--- src/rtl/msgl_pkg.sv ---
package msgl_pkg;

  typedef logic [7:0] byte_t;

  localparam byte_t CRC_POLY   = 8'h1D;
  localparam byte_t CRC_PRESET = 8'hFF;

  typedef enum logic [1:0] {TX_IDLE, TX_WAIT, TX_SEND, TX_FIN} tx_st_e;

  // One byte through the CRC register, most significant bit first.
  function automatic byte_t crc_step(byte_t crc_in, byte_t din);
    byte_t c;
    logic  fb;
    c = crc_in;
    for (int i = 7; i >= 0; i--) begin
      fb = c[7] ^ din[i];
      c  = {c[6:0], 1'b0};
      if (fb) c = c ^ CRC_POLY;
    end
    return c;
  endfunction

endpackage

--- src/rtl/msgl_tx.sv ---
module msgl_tx
  import msgl_pkg::*;
#(
  parameter int unsigned DEPTH = 11,
  localparam int unsigned IW = $clog2(DEPTH),
  localparam int unsigned CW = $clog2(DEPTH + 1)
) (
  input  logic          clk,
  input  logic          rst_n,
  input  logic [IW-1:0] cpu_idx,
  input  logic          buf_we,
  input  byte_t         wdata,
  output byte_t         buf_q,
  input  logic          cnt_we,
  output logic [CW-1:0] cnt_q,
  input  logic          line_idle,
  input  logic          tx_take,
  input  logic          eng_done,
  input  logic          eng_ok,
  output logic          tx_valid,
  output byte_t         tx_data,
  output logic          tx_last,
  output logic          done_evt
);

  localparam byte_t         DEPTH_B = byte_t'(DEPTH);
  localparam logic [CW-1:0] DEPTH_C = CW'(DEPTH);

  byte_t         mem [DEPTH];
  tx_st_e        st_q, st_d;
  logic [CW-1:0] cnt_d, idx_q, idx_d;
  byte_t         crc_q, crc_d, cur_byte;
  logic          busy, at_crc, cnt_ok;

  assign busy     = (st_q != TX_IDLE);
  assign at_crc   = (idx_q == cnt_q);
  assign cnt_ok   = (wdata != 8'd0) && (wdata <= DEPTH_B);
  assign cur_byte = (idx_q < DEPTH_C) ? mem[idx_q[IW-1:0]] : 8'h00;
  assign buf_q    = mem[cpu_idx];

  // Buffer storage, frozen while a frame is pending or in flight.
  always_ff @(posedge clk) begin
    if (buf_we && !busy) mem[cpu_idx] <= wdata;
  end

  always_comb begin
    st_d  = st_q;
    cnt_d = cnt_q;
    idx_d = idx_q;
    crc_d = crc_q;
    unique case (st_q)
      TX_IDLE: if (cnt_we && cnt_ok) begin
        cnt_d = wdata[CW-1:0];
        st_d  = TX_WAIT;
      end
      TX_WAIT: if (line_idle) begin
        st_d  = TX_SEND;
        idx_d = '0;
        crc_d = CRC_PRESET;
      end
      TX_SEND: begin
        if (eng_done)        st_d = TX_IDLE;
        else if (tx_take) begin
          if (at_crc)        st_d = TX_FIN;
          else begin
            crc_d = crc_step(crc_q, cur_byte);
            idx_d = idx_q + CW'(1);
          end
        end
      end
      TX_FIN: if (eng_done) st_d = TX_IDLE;
      default: st_d = TX_IDLE;
    endcase
  end

  always_ff @(posedge clk or negedge rst_n) begin
    if (!rst_n) begin
      st_q  <= TX_IDLE;
      cnt_q <= '0;
      idx_q <= '0;
      crc_q <= CRC_PRESET;
    end else begin
      st_q  <= st_d;
      cnt_q <= cnt_d;
      idx_q <= idx_d;
      crc_q <= crc_d;
    end
  end

  assign tx_valid = (st_q == TX_SEND);
  assign tx_last  = tx_valid && at_crc;
  assign tx_data  = at_crc ? ~crc_q : cur_byte;
  assign done_evt = eng_done && eng_ok && ((st_q == TX_SEND) || (st_q == TX_FIN));

endmodule

--- src/rtl/msgl_rx.sv ---
module msgl_rx
  import msgl_pkg::*;
#(
  parameter int unsigned DEPTH = 11,
  localparam int unsigned IW = $clog2(DEPTH),
  localparam int unsigned CW = $clog2(DEPTH + 1)
) (
  input  logic          clk,
  input  logic          rst_n,
  input  logic          rx_stb,
  input  byte_t         rx_byte,
  input  logic          rx_eom,
  input  logic          rx_bad,
  input  logic          release_i,
  input  logic [IW-1:0] rd_idx,
  output byte_t         rd_data,
  output logic [CW-1:0] head_len,
  output logic [1:0]    pend
);

  localparam logic [CW-1:0] DEPTH_C = CW'(DEPTH);

  byte_t         mem [2][DEPTH];
  logic [CW-1:0] len_q [2];
  logic          head_q, head_d, wr_slot, full, wr_en, push, pop;
  logic          drop_q, drop_d;
  logic [1:0]    pend_q, pend_d;
  logic [CW-1:0] asm_q, asm_d;

  assign full    = (pend_q == 2'd2);
  assign wr_slot = head_q ^ (pend_q != 2'd0);
  assign wr_en   = rx_stb && !full && !drop_q && (asm_q < DEPTH_C);

  always_ff @(posedge clk) begin
    if (wr_en) mem[wr_slot][asm_q[IW-1:0]] <= rx_byte;
  end

  always_comb begin
    asm_d  = asm_q;
    drop_d = drop_q;
    push   = 1'b0;
    if (rx_stb) begin
      if (wr_en) asm_d  = asm_q + CW'(1);
      else       drop_d = 1'b1;
    end
    if (rx_eom) begin
      push   = !rx_bad && !drop_q && !full && (asm_q != '0);
      asm_d  = '0;
      drop_d = 1'b0;
    end
    pop    = release_i && (pend_q != 2'd0);
    pend_d = pend_q + {1'b0, push} - {1'b0, pop};
    head_d = pop ? ~head_q : head_q;
  end

  always_ff @(posedge clk or negedge rst_n) begin
    if (!rst_n) begin
      head_q <= 1'b0;
      pend_q <= 2'd0;
      asm_q  <= '0;
      drop_q <= 1'b0;
      for (int s = 0; s < 2; s++) len_q[s] <= '0;
    end else begin
      head_q <= head_d;
      pend_q <= pend_d;
      asm_q  <= asm_d;
      drop_q <= drop_d;
      if (push) len_q[wr_slot] <= asm_q;
    end
  end

  assign pend     = pend_q;
  assign head_len = (pend_q != 2'd0) ? len_q[head_q] : '0;
  assign rd_data  = mem[head_q][rd_idx];

endmodule

--- src/rtl/msgl_host.sv ---
module msgl_host
  import msgl_pkg::*;
#(
  parameter int unsigned DEPTH  = 11,
  parameter int unsigned RATE_W = 2,
  localparam int unsigned IW = $clog2(DEPTH),
  localparam int unsigned CW = $clog2(DEPTH + 1),
  localparam int unsigned AW = IW + 2
) (
  input  logic              clk,
  input  logic              rst_n,
  input  logic [AW-1:0]     cpu_addr,
  input  logic [7:0]        cpu_wdata,
  input  logic              cpu_rd,
  input  logic              cpu_wr,
  output logic [7:0]        cpu_rdata,
  output logic              irq,
  output logic [RATE_W-1:0] rate_sel,
  input  logic              line_idle,
  output logic              tx_valid,
  output logic [7:0]        tx_data,
  output logic              tx_last,
  input  logic              tx_take,
  input  logic              eng_tx_done,
  input  logic              eng_tx_ok,
  input  logic              rx_stb,
  input  logic [7:0]        rx_byte,
  input  logic              rx_eom,
  input  logic              rx_bad
);

  localparam logic [AW-1:0] A_CTRL   = AW'(0);
  localparam logic [AW-1:0] A_STAT   = AW'(1);
  localparam logic [AW-1:0] A_TXCNT  = AW'(2);
  localparam logic [AW-1:0] A_RXSTAT = AW'(3);
  localparam logic [1:0]    PG_TX    = 2'd1;
  localparam logic [1:0]    PG_RX    = 2'd2;
  localparam logic [IW:0]   DEPTH_X  = (IW + 1)'(DEPTH);

  // Reset: asserted at once, released through two flops.
  logic [1:0] rs_q;
  logic       srst_n;
  always_ff @(posedge clk or negedge rst_n) begin
    if (!rst_n) rs_q <= 2'b00;
    else        rs_q <= {rs_q[0], 1'b1};
  end
  assign srst_n = rs_q[1];

  // Address decode.
  logic          acc, in_buf, hit_txb, hit_rxb, hit_txcnt, hit_rxstat, ctrl_we;
  logic [IW-1:0] bidx;
  assign acc        = cpu_rd || cpu_wr;
  assign bidx       = cpu_addr[IW-1:0];
  assign in_buf     = ({1'b0, bidx} < DEPTH_X);
  assign hit_txb    = (cpu_addr[AW-1:IW] == PG_TX) && in_buf;
  assign hit_rxb    = (cpu_addr[AW-1:IW] == PG_RX) && in_buf;
  assign hit_txcnt  = (cpu_addr == A_TXCNT);
  assign hit_rxstat = (cpu_addr == A_RXSTAT);
  assign ctrl_we    = cpu_wr && (cpu_addr == A_CTRL);

  // Control register.
  logic              ie_q, ie_d;
  logic [RATE_W-1:0] rate_q, rate_d;
  always_comb begin
    ie_d   = ie_q;
    rate_d = rate_q;
    if (ctrl_we) begin
      ie_d   = cpu_wdata[7];
      rate_d = cpu_wdata[RATE_W-1:0];
    end
  end

  // Transmit-done flag: a success sets it, an access to the count register clears it.
  logic tx_done_q, tx_done_d, done_evt;
  always_comb begin
    tx_done_d = tx_done_q;
    if (done_evt)              tx_done_d = 1'b1;
    else if (acc && hit_txcnt) tx_done_d = 1'b0;
  end

  always_ff @(posedge clk or negedge srst_n) begin
    if (!srst_n) begin
      ie_q      <= 1'b0;
      rate_q    <= '0;
      tx_done_q <= 1'b0;
    end else begin
      ie_q      <= ie_d;
      rate_q    <= rate_d;
      tx_done_q <= tx_done_d;
    end
  end

  byte_t         txb_q, rxb_q;
  logic [CW-1:0] tx_cnt, head_len;
  logic [1:0]    rx_pend;
  logic          rx_done;

  msgl_tx #(.DEPTH(DEPTH)) u_tx (
    .clk(clk), .rst_n(srst_n),
    .cpu_idx(bidx), .buf_we(cpu_wr && hit_txb), .wdata(cpu_wdata), .buf_q(txb_q),
    .cnt_we(cpu_wr && hit_txcnt), .cnt_q(tx_cnt),
    .line_idle(line_idle), .tx_take(tx_take), .eng_done(eng_tx_done), .eng_ok(eng_tx_ok),
    .tx_valid(tx_valid), .tx_data(tx_data), .tx_last(tx_last), .done_evt(done_evt)
  );

  msgl_rx #(.DEPTH(DEPTH)) u_rx (
    .clk(clk), .rst_n(srst_n),
    .rx_stb(rx_stb), .rx_byte(rx_byte), .rx_eom(rx_eom), .rx_bad(rx_bad),
    .release_i(acc && hit_rxstat), .rd_idx(bidx), .rd_data(rxb_q),
    .head_len(head_len), .pend(rx_pend)
  );

  assign rx_done  = (rx_pend != 2'd0);
  assign irq      = ie_q && (tx_done_q || rx_done);
  assign rate_sel = rate_q;

  always_comb begin
    cpu_rdata = 8'h00;
    if (cpu_addr == A_CTRL)   cpu_rdata = {ie_q, 7'(rate_q)};
    else if (cpu_addr == A_STAT)
      cpu_rdata = (8'(head_len) << 4) | {6'b0, rx_done, tx_done_q};
    else if (hit_txcnt)       cpu_rdata = 8'(tx_cnt);
    else if (hit_rxstat)      cpu_rdata = 8'(head_len);
    else if (hit_txb)         cpu_rdata = txb_q;
    else if (hit_rxb)         cpu_rdata = rxb_q;
  end

endmodule

--- config.mk ---
export PLATFORM = sky130hd
export DESIGN_NAME = msgl_host
export DESIGN_NICKNAME = d
export VERILOG_FILES = /design/src/rtl/msgl_pkg.sv /design/src/rtl/msgl_tx.sv /design/src/rtl/msgl_rx.sv /design/src/rtl/msgl_host.sv
export SDC_FILE = /design/constraint.sdc
export NUM_CORES = 1
export LEC_CHECK = 0
export BUFFER_PORTS_ARGS = -buffer_cell sky130_fd_sc_hd__buf_2
export CAP_MARGIN = 20
export CORE_ASPECT_RATIO = 0.5
export CORE_MARGIN = 3
export CORE_UTILIZATION = 40
export CTS_CLUSTER_SIZE = 14
export DETAILED_ROUTE_END_ITERATION = 7
export GPL_TIMING_DRIVEN = 0
export SKIP_CTS_REPAIR_TIMING = 1
export SYNTH_ARGS = -nofsm -noshare
export SYNTH_HDL_FRONTEND = slang
export SYNTH_SLANG_ARGS = --single-unit
--- constraint.sdc ---
create_clock -name clk -period 3.66 [get_ports clk]
set_input_delay 0.549 -clock clk [delete_from_list [all_inputs] [get_ports clk]]
set_output_delay 0.549 -clock clk [all_outputs]
set_load 0.03 [all_outputs]
Word-level counts from Yosys, hierarchy flattened

Memory sizes are Yosys's and may differ from the RTL's.
Index checks and enable logic that the tools add are counted.

Memories: 2
Output and inout port bits: 21
Input bits: 33
Flip-flop bits (word level): 40
Word-level logic and storage cells: 204
RAM bits: 264

Memories:

| memory   | depth | width | read ports | clocked after memory_dff | wr ports | RTL line      | text |
|---|---|---|---|---|---|---|---|
| u_rx.mem | 2     | 88    | 1          | 0                        | 1        | msgl_rx.sv:23 | `byte_t mem [2][DEPTH];` |
| u_tx.mem | 11    | 8     | 2          | 0                        | 1        | msgl_tx.sv:29 | `byte_t mem [DEPTH];` |

Bitwise logic cells: 24
Reductions and logical operators: 45
$add $sub $neg: 4
Equality and inequality tests: 19
$lt $le $gt $ge: 10
Multiplexer cells: 86

Operators by type and width:

| cell                  | count |
|---|---|
| $mux W8               | 43 |
| $mux W88              | 1 |
| $mux W4               | 12 |
| $mux W5               | 8 |
| $bmux W8 S4           | 1 |
| $demux W8 S4          | 1 |
| $not A4 Y4            | 8 |
| $logic_and A1 B1 Y1   | 23 |
| $pmux W8 S2           | 1 |
| $eq A6 B2 Y1 const B  | 2 |
| $lt A4 B4 Y1 const B  | 3 |
| $mux W2               | 6 |
| $ne A2 B2 Y1 const B  | 6 |
| $reduce_bool A2 Y1    | 6 |
| $ge A5 B5 Y1 const B  | 2 |
| $not A4 Y5            | 2 |
| $reduce_and A5 Y1     | 2 |
| $mux W1               | 9 |
| $xor A1 B1 Y1         | 9 |
| $add A4 B1 Y4 const B | 2 |
| $bwmux W8             | 1 |
| $eq A2 B2 Y1 const B  | 4 |
| $le A8 B4 Y1 const B  | 1 |
| $not A8 Y8            | 1 |
| other kinds (23)      | 34 |

Depth between registers and ports, before layout

Gate-level depths: netlist of the first run.

Word-level depth: 50
Mapped depth: 12
Gate-level depth less buffers: 9

Modules after synthesis

From an unflattened synthesis of the first run, not the netlist that was laid out.

Cell total of the unflattened synthesis: 873
Area, all modules: 13947.1 um2

By module, submodules not included:

| module    | sequential area each (um2) | area an instance (um2) | times used | cells an instance |
|---|---|---|---|---|
| msgl_rx   | 5685.5                     | 7888.8                 | 1          | 436 |
| msgl_tx   | 3103.0                     | 5436.5                 | 1          | 370 |
| msgl_host | 150.1                      | 621.8                  | 1          | 67 |

Worst setup path after synthesis of the first run

OpenSTA, ideal clock, no wires.

Path kind: input port to output port
Start: input cpu_addr[0]
End: output cpu_rdata[0]
Setup slack: 0.463 ns
Path buffers: 5
Data required time: 3.111 ns
Cell stages on the path: 8
Arrival: 2.648 ns
Cell sequence: clkbuf_1 > buf_2 > buf_2 > buf_2 > buf_2 > and2_1 > o21ai_0 > o21ai_0

Longest elaborated chain between the ends: 10
Elaborated cells on any way between the ends: 18
Classes of those cells: 1 x order compare; 3 x eq/ne; 9 x mux; 1 x bitwise; 3 x reduce/logical; 1 x memory

RTL lines:

| element                                     | RTL line         | text |
|---|---|---|
| from (decl)                                 | msgl_host.sv:12  | `input logic [AW-1:0] cpu_addr,` |
| $not A4 Y5 (implied by the code)            | msgl_rx.sv:74    | `assign rd_data = mem[head_q][rd_idx];` |
| $bmux W8 S4                                 | msgl_rx.sv:74    |  |
| $mux W8 (implied by the code) (2 in series) | msgl_rx.sv:74    |  |
| $mux W8                                     | msgl_host.sv:125 | `else if (hit_rxb) cpu_rdata = rxb_q;` |
| $mux W8                                     | msgl_host.sv:124 | `else if (hit_txb) cpu_rdata = txb_q;` |
| $mux W8                                     | msgl_host.sv:123 | `else if (hit_rxstat) cpu_rdata = 8'(head_len);` |
| $mux W8                                     | msgl_host.sv:122 | `else if (hit_txcnt) cpu_rdata = 8'(tx_cnt);` |
| $mux W8                                     | msgl_host.sv:120 | `else if (cpu_addr == A_STAT)` |
| $mux W8 (*)                                 | msgl_host.sv:119 | `if (cpu_addr == A_CTRL) cpu_rdata = {ie_q, 7'(rate_q)};` |
| to (decl)                                   | msgl_host.sv:16  | `output logic [7:0] cpu_rdata,` |

Mark *: on every way between the ends. The rest lies on a longest branch, timed or not. The select of a mux whose other input is x is not followed.

Worst setup path in the final report of the first run

Start: register u_rx.head_q
End: output cpu_rdata[2]

Longest elaborated chain between the ends: 10
Elaborated cells on any way between the ends: 15
Classes of those cells: 13 x mux; 1 x bitwise; 1 x memory

RTL lines:

| element                                     | RTL line         | text |
|---|---|---|
| from (decl)                                 | msgl_rx.sv:25    | `logic head_q, head_d, wr_slot, full, wr_en, push, pop;` |
| from (signal assigned)                      | msgl_rx.sv:58    | `head_q <= 1'b0;` |
| from (signal assigned)                      | msgl_rx.sv:64    | `head_q <= head_d;` |
| $mem_v2 Z2 W88                              | --               |  |
| $bmux W8 S4                                 | msgl_rx.sv:74    |  |
| $mux W8 (implied by the code) (2 in series) | msgl_rx.sv:74    |  |
| $mux W8                                     | msgl_host.sv:125 |  |
| $mux W8                                     | msgl_host.sv:124 |  |
| $mux W8 (*)                                 | msgl_host.sv:123 |  |
| $mux W8 (*)                                 | msgl_host.sv:122 |  |
| $mux W8 (*)                                 | msgl_host.sv:120 |  |
| $mux W8 (*)                                 | msgl_host.sv:119 |  |

Marked as above.

==> metrics.txt, run 1 <==
Critical Path RT about 3100 ps; Slew HR 0.244; Final Core Density 0.474; IO Pins 54; NumNets Final 1008; Crit path largest cell delay between 500 and 600 ps; asr flop ratio synth 0.132; Max FO, Critical Path 7; Reg clk slew, reported paths approximately 70 ps; fin crit period 3720 ps; GRT overflow 0; GP Congestion 0.829; DP Wirelength 23800 um; initial antenna violation count 0; total track usage 0.189; Slowest-stage cell, CP mux4_2; most frequent cell on the critical path mux4_2; Maximum Capacitance Violations 0; CTS tree built; # diodes 0; Clock Path Buffers 3; H-tree depth 1; commonest cells after routing, fill and taps aside edfxtp_1, mux2i_1, mux4_2; DRT Pass-1 Iters 7; Max Clk Rate roughly 0.27 GHz; Critical R2R Launch u_rx.head_q; CP bufs+invs 4; vias 8051; CP Capture Type output port; finished layout cell area 15800 sq um; P&R area growth vs syn 15.5%; syn nets 915; DR vias/cell around 5.6; Worst-Skew Late Latency 570 ps; failing checks negative setup slack; Root Driver clkbuf_16; Die Wd 268 um; first-pass GRT wire length 51100 um; crit path from u_rx.head_q; RSZ-0062 raised after global routing true; commonest non-fill, non-tap cell in the layout edfxtp_1; largest net degree at the start of global routing 39; Worst EP arrival 3170 ps; routed wire length 34600 um; # setup viols final 2; Final Hold Viols 0; crit path cell chain buf_8 > buf_12 > mux4_2 > mux4_2 > inv_2 > o22ai_2 > a222oi_1 > a21oi_1 > buf_4; status finished, violations left; drt first-iter violations 824; Mapped Area 13700 sq um; Netlist cell types 68; Ys Warns 0; VDD IR max 0.472 mV; number of port buffers about 50; PwrDens slightly below 700 nW/um^2; worst setup margin -62.2 ps; CP Launch Type flop; Starting Density 0.410; Worst Setup Slack post-DPL -883 ps; Die Y 137 um; dominant register cell in the synthesized netlist edfxtp_1; area of placed instances 14600 sq um; wire per inst 24.2 um; hold crit path type in2reg; core outline area 33400 sq um; syn_area_per_cell 15.7 sq um; Slew @ Worst Pin 1130 ps; HP Start eng_tx_done; Synth Register Bits slightly above 300; delay-heaviest family, CP multiplexers; DRC 0; die area between 30000 and 40000 sq um; CTS buffer count 29; clock skew 18.8 ps; number of flops mapped to enable cells by yosys 264; Routed Antenna Nets 0; Final period util 1.02; max-slew violations 0; fillers 2849; vias in the first global route 8064; sequential fraction of the synthesis area 0.652; critical path class reg2out; hold_ws 190 ps; layout cells sized above 1 0.263; clk sink count 304; row count 47; P_leak 0.00542 uW; synthesized instance count 875
[area by class of cell]
type                       count  area (sq um)  area share
buffer                        52           409      0.0258
inverter                      12          45.0     0.00285
timing repair buffer          62           368      0.0232
tap                          441           552      0.0349
clock inverter                20           245      0.0155
sequential                   304          8940       0.565
clock buffer                  33           741      0.0468
multi-input combinational    507          4530       0.286
[through the flow]
step / std cells / total power, uW / setup TNS [ps]
finish: 1431 / 11000 / -110
global route: 1431 / 11400 / -275
CTS: 1425 / 10900 / -7410
detailed placement: 1372 / 7720 / -17060
global placement: 1367 / 7670 / -23520
floorplan: 875 / 6800 / 0
[cells by family after synthesis]
group | synth area share
compound gates | 0.0601
xor+xnor | 0.0282
fa+ha+maj | 0.00639
buf+inv | 0.0264
flops | 0.652
mux | 0.165
other cells | 0.000274
simple gates | 0.0622
[path summary, 6_finish.rpt]
kind,to,slack (ps),cells after the start
hold / removal,u_tx.st_q[1],190,2
min in group asynchronous,rs_q[1],290,2
hold reg to reg,rs_q[1],350,0
setup / recovery,cpu_rdata[2],-60,9
setup reg to reg,u_rx.mem[1][87],390,7
max in group asynchronous,u_rx.len_q[5],2730,0
[cells in the mapped netlist (all sizes together), types with 13 or more instances]
cell / count / area (sq um)
nand2: 56 / 210
a21oi: 31 / 159
xor2: 13 / 121
clkbuf: 27 / 141
edfxtp: 264 / 7930
nor3: 23 / 115
dfrtp: 32 / 801
o21ai: 52 / 260
nor2: 56 / 218
xnor2: 26 / 265
buf: 25 / 175
mux2: 18 / 203
mux4: 60 / 1360
mux2i: 69 / 691
[flip-flops by register name, indices dropped and copies added (netlist names)]
register and cells:
ie_q 1, rate_sel 2, rs_q 2, tx_done_q 1
u_rx.asm_q 4, u_rx.drop_q 1, u_rx.head_q 1, u_rx.len_q 8
u_rx.mem 176, u_rx.pend 2, u_tx.cnt_q 4, u_tx.crc_q 8
u_tx.idx_q 4, u_tx.mem 88, u_tx.st_q 2
[metal layers]
| metal | vias to the layer above | wire length [um] | track usage |
|---|---|---|---|
| li1 | 3591 | - | - |
| met1 | 4188 | 15100 | 0.259 |
| met2 | 228 | 17000 | 0.325 |
| met3 | 44 | 2040 | 0.0341 |
| met4 | 0 | 455 | 0.0299 |
| met5 | - | 0 | 0 |
[power breakdown]
part | total [uW] | internal, uW | switching [uW]
Combinational | 3660 | 1550 | 2110
Clock | 3150 | 1870 | 1290
Sequential | 4150 | 4000 | 156
[worst reg2reg max path, cell delays in order, from the launching register on]
cell	delay, ps
dfrtp_1	420
buf_8	170
clkbuf_16	170
buf_6	160
buf_6	170
xnor2_1	650
nand2_1	300
nor2_1	840
(Power assumes the default switching activity.)
==> run 2: changes to the inputs <==
--- a/config.mk
+++ b/config.mk
@@ -5,13 +5,13 @@
 export SDC_FILE = /design/constraint.sdc
 export NUM_CORES = 1
 export LEC_CHECK = 0
-export BUFFER_PORTS_ARGS = -buffer_cell sky130_fd_sc_hd__buf_2
 export CAP_MARGIN = 20
 export CORE_ASPECT_RATIO = 0.5
 export CORE_MARGIN = 3
 export CORE_UTILIZATION = 40
 export CTS_CLUSTER_SIZE = 14
 export DETAILED_ROUTE_END_ITERATION = 7
+export DONT_BUFFER_PORTS = 1
 export GPL_TIMING_DRIVEN = 0
 export SKIP_CTS_REPAIR_TIMING = 1
 export SYNTH_ARGS = -nofsm -noshare
==> metrics.txt, run 2 (synthesized netlist as in run 1, its figures left out) <==
layout cells sized above 1 0.224; R2R Path End u_rx.mem[0][81]; # diodes 0; net switching power figure 3470 uW; max-slew violations 0; CTS buffer count 29; Slew HR 0.249; crit path from u_rx.head_q; status finished, violations left; vias in the first global route 7945; H-tree depth 1; Switching Share 0.327; GP Congestion 0.837; Largest regs u_rx.mem x176, u_tx.mem x88; Max FO, Critical Path 6; clock skew roughly 11 ps; fin crit period 3680 ps; Routed Antenna Nets 0; Max Clk Rate 0.272 GHz; Hold Path Cell Cnt 1; core outline area 33400 sq um; CTS tree built; worst setup margin -15.7 ps; Critical R2R Launch u_rx.head_q; commonest cells after routing, fill and taps aside edfxtp_1, mux2i_1, mux4_2; VDD IR max 0.458 mV; GRT overflow 0; DRT Pass-1 Iters 5; Clock Path Buffers 3; Metal-1 WL 15300 um; Die Wd roughly 270 um; Final period util 1.00; Slew @ Worst Pin 1120 ps; internal power 7150 uW; Hold Path End u_rx.asm_q[1]; Starting Density 0.410; Sequential Power Share 0.393; initial antenna violation count 0; Reg clk slew, reported paths about 70 ps; row count 47; Root Driver clkbuf_16; number of port buffers 0; combinational power share 0.329; RSZ-0062 raised after global routing true; Final Core Density 0.464; R2R setup slack 450 ps; HP Start rx_eom; Pwr Total 10600 uW; clock share of power 0.278; Worst EP arrival 3130 ps; max reg flops 176; critical path class reg2out; failing checks negative setup slack; IO Pins 54; largest net degree at the start of global routing 39; Die Y 137 um; P_leak 0.00518 uW; drt first-iter violations 803; clk sink count 304; hold_ws 43.0 ps; Maximum Capacitance Violations 0; die area 36700 sq um; DR vias/cell between 5 and 6; met2 routed WL roughly 17000 um; reg2reg path depth 7; Final Hold Viols 0; routed wire length 34500 um; top sig layer met4; hold crit path type in2reg; met3 wire length 1780 um; DP Wirelength between 20000 and 25000 um; fillers 2857; vias 7796; PwrDens roughly 700 nW/um^2; wire per inst 25.0 um; total track usage 0.191; Most flops, register u_rx.mem; CP Capture Type output port; DRC 0; NumNets Final 960; commonest non-fill, non-tap cell in the layout edfxtp_1; Worst-Skew Late Latency 560 ps; Critical Path RT 3110 ps; CP Launch Type flop; first-pass GRT wire length slightly above 50000 um; P&R area growth vs syn 13.2%; # setup viols final 1
run 2: cell count changes in the layout (fill, tap and decap cells not counted), sizes merged:
cell	delta
clkinvlp	+1
bufinv	-3
buf	-48
clkinv	-2
clkbuf	+4
run 2: through the flow:
stage | instances | setup slack [ps] | setup TNS [ps] | area, sq um
after floorplan | 875 | 463 | 0 | 13700
after global placement | 1316 | -991 | -26320 | 14300
after detailed placement | 1322 | -994 | -14750 | 14300
after CTS | 1375 | -1010 | -7780 | 15300
after global routing | 1383 | -53.7 | -156 | 15500
final | 1383 | -15.7 | -15.7 | 15500
run 2: worst max path at each step:
stage                     cells past startpoint           end  slack (ps)
after CTS                                     8  cpu_rdata[2]       -1010
final                                         8  cpu_rdata[3]         -20
after global placement                        8  cpu_rdata[2]        -990
after detailed placement                      8  cpu_rdata[2]        -990
after global routing                          8  cpu_rdata[2]         -50
after floorplan                               8  cpu_rdata[0]         460
run 2: cell type report:
type | instances | area, sq um | area share
plain buffers | 52 | 389 | 0.0251
clock buffers | 37 | 756 | 0.0487
clock inverters | 16 | 163 | 0.0105
inverters | 12 | 45.0 | 0.00290
multi-input cells | 507 | 4530 | 0.292
flip-flops and latches | 304 | 8940 | 0.576
well taps | 441 | 552 | 0.0356
repair buffers | 14 | 141 | 0.00911
run 2: worst max-delay path, stage by stage (launching register included):
cell and delay (ps):
dfrtp_1 420, buf_6 180, buf_12 130, mux4_2 520, mux4_2 540, clkinv_1 80, o22ai_1 80, a222oi_1 430
a21oi_2 180
run 2: routing by layer:
layer / GRT usage / vias up
met5: 0 / -
met1: 0.260 / 4029
met4: 0.0393 / 0
met2: 0.325 / 214
met3: 0.0329 / 47
li1: - / 3506
run 2: power by group through the flow:
stage / clock [uW] / combinational (uW) / sequential (uW)
2_1_floorplan: 0 / 2630 / 4180
4_1_cts: 3000 / 3320 / 4160
5_1_grt: 3150 / 3770 / 4190
3_5_place_dp: 0 / 3300 / 4230
6_report: 2950 / 3500 / 4170
3_3_place_gp: 0 / 3270 / 4220
